[config.mk]
export PLATFORM = sky130hd
export DESIGN_NAME = iw_issue_queue
export DESIGN_NICKNAME = d
export VERILOG_FILES = /design/src/rtl/iw_pkg.sv /design/src/rtl/iw_wakeup.sv /design/src/rtl/iw_age.sv /design/src/rtl/iw_select.sv /design/src/rtl/iw_issue_queue.sv
export SDC_FILE = /design/constraint.sdc
export NUM_CORES = 1
export LEC_CHECK = 0
export CORE_MARGIN = 2
export CORE_UTILIZATION = 25
export DETAILED_ROUTE_END_ITERATION = 6
export MAX_ROUTING_LAYER = met4
export PLACE_DENSITY = 0.38
export SYNTH_ARGS = -nofsm -noshare
export SYNTH_HDL_FRONTEND = slang
export SYNTH_SLANG_ARGS = --single-unit
export TNS_END_PERCENT = 100
[constraint.sdc]
create_clock -name clk -period 10.7 [get_ports clk]
set_clock_uncertainty 0.1 [all_clocks]
set_input_delay 2.14 -clock clk [delete_from_list [all_inputs] [get_ports clk]]
set_output_delay 2.14 -clock clk [all_outputs]
set_load 0.02 [all_outputs]
[src/rtl/iw_pkg.sv]
package iw_pkg;

    localparam int TAG_W = 6;
    localparam int OP_W  = 5;
    localparam int IMM_W = 12;

    typedef logic [TAG_W-1:0] tag_t;

    typedef struct packed {
        logic [OP_W-1:0]  op;
        tag_t             src1;
        logic             rdy1;
        tag_t             src2;
        logic             rdy2;
        tag_t             dst;
        logic [IMM_W-1:0] imm;
    } iw_entry_t;

    function automatic logic tag_hit(tag_t mine, logic lane_vld, tag_t lane_tag);
        return lane_vld && (mine == lane_tag);
    endfunction

endpackage

[src/rtl/iw_wakeup.sv]
module iw_wakeup import iw_pkg::*; #(
    parameter int DEPTH = 8,
    parameter int NBC   = 2,
    parameter int IDX_W = 3
) (
    input  tag_t                 src1 [DEPTH],
    input  tag_t                 src2 [DEPTH],
    input  logic [NBC-1:0]       bc_valid,
    input  logic [NBC*TAG_W-1:0] bc_tag,
    input  logic                 lg_vld,
    input  logic [IDX_W-1:0]     lg_idx,
    input  logic [NBC-1:0]       lg_bcv,
    input  logic [NBC*TAG_W-1:0] lg_tag,
    output logic [DEPTH-1:0]     hit1,
    output logic [DEPTH-1:0]     hit2
);
    always_comb begin
        for (int i = 0; i < DEPTH; i++) begin
            hit1[i] = 1'b0;
            hit2[i] = 1'b0;
            for (int b = 0; b < NBC; b++) begin
                hit1[i] = hit1[i] | tag_hit(src1[i], bc_valid[b], bc_tag[b*TAG_W +: TAG_W]);
                hit2[i] = hit2[i] | tag_hit(src2[i], bc_valid[b], bc_tag[b*TAG_W +: TAG_W]);
                if (lg_vld && (lg_idx == IDX_W'(i))) begin
                    hit1[i] = hit1[i] | tag_hit(src1[i], lg_bcv[b], lg_tag[b*TAG_W +: TAG_W]);
                    hit2[i] = hit2[i] | tag_hit(src2[i], lg_bcv[b], lg_tag[b*TAG_W +: TAG_W]);
                end
            end
        end
    end
endmodule

[src/rtl/iw_age.sv]
module iw_age #(
    parameter int DEPTH = 8,
    parameter int IDX_W = 3
) (
    input  logic             clk,
    input  logic             rst,
    input  logic             ins_en,
    input  logic [IDX_W-1:0] ins_idx,
    output logic [DEPTH-1:0] older [DEPTH]
);
    // older[i][j] = 1 : slot i was written before slot j
    always_ff @(posedge clk) begin
        if (rst) begin
            for (int i = 0; i < DEPTH; i++) older[i] <= '0;
        end else if (ins_en) begin
            for (int j = 0; j < DEPTH; j++) begin
                if (IDX_W'(j) != ins_idx) begin
                    older[j][ins_idx] <= 1'b1;
                    older[ins_idx][j] <= 1'b0;
                end
            end
        end
    end
endmodule

[src/rtl/iw_select.sv]
module iw_select #(
    parameter int DEPTH = 8,
    parameter int NGNT  = 2,
    parameter int IDX_W = 3
) (
    input  logic [DEPTH-1:0] req,
    input  logic [DEPTH-1:0] older [DEPTH],
    output logic [NGNT-1:0]  gnt_vld,
    output logic [IDX_W-1:0] gnt_idx [NGNT]
);
    logic [DEPTH-1:0] pool [NGNT+1];
    logic [DEPTH-1:0] win  [NGNT];

    always_comb begin
        pool[0] = req;
        for (int k = 0; k < NGNT; k++) begin
            gnt_idx[k] = '0;
            for (int i = 0; i < DEPTH; i++) begin
                logic beaten;
                beaten = 1'b0;
                for (int j = 0; j < DEPTH; j++)
                    beaten = beaten | (pool[k][j] & older[j][i]);
                win[k][i] = pool[k][i] & ~beaten;
                if (win[k][i]) gnt_idx[k] = IDX_W'(i);
            end
            gnt_vld[k]  = |win[k];
            pool[k+1]   = pool[k] & ~win[k];
        end
    end
endmodule

[src/rtl/iw_issue_queue.sv]
module iw_issue_queue import iw_pkg::*; #(
    parameter int DEPTH = 8,
    parameter int NBC   = 2,
    parameter int NGNT  = 2,
    localparam int IDX_W = $clog2(DEPTH)
) (
    input  logic                  clk,
    input  logic                  rst,
    input  logic                  flush,
    input  logic                  disp_valid,
    input  logic [OP_W-1:0]       disp_op,
    input  logic [TAG_W-1:0]      disp_src1,
    input  logic                  disp_rdy1,
    input  logic [TAG_W-1:0]      disp_src2,
    input  logic                  disp_rdy2,
    input  logic [TAG_W-1:0]      disp_dst,
    input  logic [IMM_W-1:0]      disp_imm,
    output logic                  disp_ready,
    input  logic [NBC-1:0]        bc_valid,
    input  logic [NBC*TAG_W-1:0]  bc_tag,
    output logic [NGNT-1:0]       iss_valid,
    output logic [NGNT*IDX_W-1:0] iss_slot,
    output logic [NGNT*OP_W-1:0]  iss_op,
    output logic [NGNT*TAG_W-1:0] iss_src1,
    output logic [NGNT*TAG_W-1:0] iss_src2,
    output logic [NGNT*TAG_W-1:0] iss_dst,
    output logic [NGNT*IMM_W-1:0] iss_imm
);
    iw_entry_t          ent_q [DEPTH];
    logic [DEPTH-1:0]   vld_q;
    tag_t               s1_v [DEPTH];
    tag_t               s2_v [DEPTH];
    logic [DEPTH-1:0]   hit1, hit2, req;
    logic [DEPTH-1:0]   older [DEPTH];
    logic [NGNT-1:0]    gnt_vld;
    logic [IDX_W-1:0]   gnt_idx [NGNT];
    logic [IDX_W-1:0]   free_idx;
    logic               disp_fire;

    // one-cycle log for the second wakeup pass
    logic               lg_vld;
    logic [IDX_W-1:0]   lg_idx;
    logic [NBC-1:0]     lg_bcv;
    logic [NBC*TAG_W-1:0] lg_tag;

    always_comb begin
        free_idx = '0;
        for (int i = DEPTH - 1; i >= 0; i--)
            if (!vld_q[i]) free_idx = IDX_W'(i);
    end

    assign disp_ready = ~&vld_q;
    assign disp_fire  = disp_valid & disp_ready & ~flush;

    for (genvar i = 0; i < DEPTH; i++) begin : g_ent
        assign s1_v[i] = ent_q[i].src1;
        assign s2_v[i] = ent_q[i].src2;
        assign req[i]  = vld_q[i] & ent_q[i].rdy1 & ent_q[i].rdy2;
    end

    iw_wakeup #(.DEPTH(DEPTH), .NBC(NBC), .IDX_W(IDX_W)) u_wake (
        .src1(s1_v), .src2(s2_v),
        .bc_valid(bc_valid), .bc_tag(bc_tag),
        .lg_vld(lg_vld), .lg_idx(lg_idx), .lg_bcv(lg_bcv), .lg_tag(lg_tag),
        .hit1(hit1), .hit2(hit2)
    );

    iw_age #(.DEPTH(DEPTH), .IDX_W(IDX_W)) u_age (
        .clk(clk), .rst(rst), .ins_en(disp_fire), .ins_idx(free_idx), .older(older)
    );

    iw_select #(.DEPTH(DEPTH), .NGNT(NGNT), .IDX_W(IDX_W)) u_sel (
        .req(req), .older(older), .gnt_vld(gnt_vld), .gnt_idx(gnt_idx)
    );

    // payload storage, no reset needed
    always_ff @(posedge clk) begin
        for (int i = 0; i < DEPTH; i++) begin
            ent_q[i].rdy1 <= ent_q[i].rdy1 | hit1[i];
            ent_q[i].rdy2 <= ent_q[i].rdy2 | hit2[i];
        end
        if (disp_fire)
            ent_q[free_idx] <= '{op: disp_op, src1: disp_src1, rdy1: disp_rdy1,
                                 src2: disp_src2, rdy2: disp_rdy2, dst: disp_dst,
                                 imm: disp_imm};
    end

    // occupancy and replay log
    always_ff @(posedge clk) begin
        if (rst) begin
            vld_q  <= '0;
            lg_vld <= 1'b0;
            lg_idx <= '0;
            lg_bcv <= '0;
            lg_tag <= '0;
        end else begin
            for (int k = 0; k < NGNT; k++)
                if (gnt_vld[k]) vld_q[gnt_idx[k]] <= 1'b0;
            if (disp_fire) vld_q[free_idx] <= 1'b1;
            if (flush) vld_q <= '0;
            lg_vld <= disp_fire;
            lg_idx <= free_idx;
            lg_bcv <= bc_valid;
            lg_tag <= bc_tag;
        end
    end

    for (genvar k = 0; k < NGNT; k++) begin : g_iss
        assign iss_valid[k]                   = gnt_vld[k];
        assign iss_slot[k*IDX_W +: IDX_W]     = gnt_idx[k];
        assign iss_op[k*OP_W +: OP_W]         = ent_q[gnt_idx[k]].op;
        assign iss_src1[k*TAG_W +: TAG_W]     = ent_q[gnt_idx[k]].src1;
        assign iss_src2[k*TAG_W +: TAG_W]     = ent_q[gnt_idx[k]].src2;
        assign iss_dst[k*TAG_W +: TAG_W]      = ent_q[gnt_idx[k]].dst;
        assign iss_imm[k*IMM_W +: IMM_W]      = ent_q[gnt_idx[k]].imm;
    end
endmodule

==> flow_summary.json <==
{
  "slew_violations": 0,
  "die_width_um": 305,
  "yosysWarnings": 0,
  "worst-path-max-fanout": 67,
  "syn_area_per_cell_um2": 9.67,
  "synth-compound-area-share_pct": 13.5,
  "worstMarginPinSlew_ps": 1100,
  "max_cap_viol_count": 0,
  "htree_levels": 2,
  "rsz0062_at_grt": "false",
  "antenna_found_initial": 3,
  "yosysMostFrequentCell": "edfxtp_1",
  "worstSetupStartpoint": "vld_q[5]",
  "r2r_cells": 11,
  "grt_max_degree": 68,
  "hp-class": "flop to flop",
  "cts_setup_buffers": 0,
  "layout_worst_path_cycle_share_pct": 78.5,
  "die_y_um": 305,
  "wirelength_mm": 106,
  "hpwl_mm": 72.0,
  "via_count": 19059,
  "worstSkewPairLatency_ps": 610,
  "async_flop_share_pct": 0,
  "worstPathRequired_ps": 8460,
  "numCtsBuffers": 46,
  "synth_top_family_by_area": "simple AND/OR/NAND/NOR gates",
  "drtPass1Iterations": 7,
  "critPathKind": "flop to output port",
  "drc": 0,
  "synth_xor_area_share_pct": 14.9,
  "antenna_cells": 0,
  "nets": 2353,
  "synth_area_leaders": "edfxtp_1 (37%), dfxtp_1 (9.4%), xor2_1 (7.6%), xnor2_1 (7.2%), nand2_1 (4.4%)",
  "rows": 110,
  "start_kind": "flop",
  "synth_seq_cells": 386,
  "area_growth_pct": 16.1,
  "yosys.area_share.simple_pct": 17.1,
  "synth_top_cell_by_area": "edfxtp_1",
  "drt-initial-drc-count": 1822,
  "syn_inst": 2337,
  "cts_resized": 0,
  "fmax_mhz": 119,
  "postRouteAntennaNets": 0,
  "die_area_um2": 92800,
  "cp-endpoint": "iss_op[2]",
  "cts_tree": "built",
  "cts.sinks": 386,
  "hold_viol_final": 0,
  "synthMuxAreaShare_pct": 2.71,
  "portBuffers": 133,
  "grt-ovfl-total": 0,
  "core_area_um2": 89700,
  "yosys.area_share.adder_pct": 0,
  "seq_area_frac_synth_pct": 46.6,
  "ys_types": 73,
  "layout_min_cycle_time_ps": 8400,
  "yosysTopAreaCellShare_pct": 37.2,
  "clock-root-buffer": "clkbuf_16",
  "start_util_pct": 25.2,
  "wl_per_cell_um": 30.2,
  "synth_edf_count": 280,
  "p_per_area_nw_per_um2": 136,
  "finalPower_uw": 3570,
  "synth_common_cells": "edfxtp_1 (280), nand2_1 (267), xor2_1 (197)",
  "setup_viol": 0,
  "r2r_end": "vld_q[4]",
  "rr_startpoint": "vld_q[5]",
  "tns_ps": 0,
  "synth_ff_type": "edfxtp_1",
  "postCtsHoldBufs": 0,
  "peakVddDrop_uv": 119,
  "r2r_slack_ps": 6320,
  "critPathCaptureType": "output port",
  "syn_nets": 2392,
  "crit_arrival_ps": 6160,
  "grt_pass1_vias": 18846,
  "grt_pass1_wl_mm": 148,
  "grt.total_usage_pct": 22.9,
  "timing.slew.headroom_pct": 26.3,
  "io-pin-count": 134,
  "gp_congestion": 0.956,
  "outcome": "finished, final reports clean",
  "drive_gt1_share_pct": 7.19,
  "clk_pin_slew_ps": 60,
  "synth_area_um2": 22600,
  "leakage_uw": 0.00886,
  "clockBufferDepth": 3,
  "routed_via_density": 5.43
}
## worst max-delay path, stage by stage, from the launching register on
cell and delay (ps):
dfxtp_1 490, and4_1 310, or4_1 680, nor3_1 900
o31a_2 300, buf_4 460, buf_4 790, nand2_1 120
nand3_1 110, o21ai_0 90, o21ai_0 510, clkdlybuf4s50_1 720
## layout by cell type (no fill, tap or decap), types with 13 or more instances in the layout
cell type and n:
a21oi_1 133, buf_4 53, nor2b_1 22, xor2_1 197, or4_1 15, o21a_1 24, a211o_1 23, nor2_1 104
nor3_1 14, nor4_1 70, clkbuf_1 15, o2bb2ai_1 15, and4_1 14, xnor2_1 187, nand3_1 62, dfxtp_1 106
edfxtp_1 280, a22oi_1 15, and3_1 21, mux2i_1 50, clkbuf_16 48, clkdlybuf4s50_1 121, nand4_1 121, o21ai_0 66
o22ai_1 14, a211oi_1 23, nand2_1 267, a31oi_1 15, a221oi_1 23, a22o_1 34, inv_1 13
## layer usage
metal / vias up / routed length, um / global-route usage [%]
met3: 192 / 6330 / 3.59
met1: 9711 / 47100 / 30.0
met4: 0 / 3890 / 7.54
met2: 792 / 48700 / 36.1
met5: - / 0 / -
li1: 8364 / - / -
## report_power, final
group	internal, uW	switching [uW]
Combinational	112	163
Clock	920	683
Sequential	1630	55.9
## cell families (layout without fill, tap and decap cells)
kind of cell,count (synthesis),count (layout)
compound gates,450,450
buf+inv,295,294
simple gates,767,767
mux,55,55
flops,386,386
xor+xnor,384,384
## state kept, by name, summed over array words and instances (netlist names)
| name | flops |
|---|---|
| vld_q | 8 |
| lg_idx | 3 |
| lg_tag | 12 |
| ent_q | 296 |
| lg_bcv | 2 |
| lg_vld | 1 |
| u_age.older | 64 |
## per-stage QoR
| step | cells | hold slack (ps) | utilization (%) | area [um^2] | setup slack (ps) |
|---|---|---|---|---|---|
| finish | 3512 | 362 | 29.2 | 26200 | 2300 |
| global route | 3512 | 384 | 29.2 | 26200 | 2120 |
| CTS | 3512 | 367 | 29.2 | 26200 | 2300 |
| detailed placement | 3426 | 357 | 27.5 | 24700 | 2970 |
| global placement | 3426 | 353 | 27.5 | 24700 | 2960 |
| floorplan | 2337 | 328 | - | 22600 | 5120 |
## final cells by class
cell class | instances | area, um^2
fillers | 9406 | 63500
multi-input cells | 1656 | 10900
flip-flops and latches | 386 | 10500
repair buffers | 186 | 1670
well taps | 1176 | 1470
clock buffers | 69 | 1340
clock inverters | 17 | 189
inverters | 22 | 86.3
## worst min path at each step
stage	depth (start not counted)	end	from
6_report	2	u_age.older[38]	u_age.older[38]
5_1_grt	1	u_age.older[6]	u_age.older[6]
4_1_cts	2	u_age.older[38]	u_age.older[38]
3_5_place_dp	2	u_age.older[38]	u_age.older[38]
3_3_place_gp	2	u_age.older[38]	u_age.older[38]
2_1_floorplan	2	u_age.older[42]	u_age.older[42]
Power figures use the tool's default switching activity.
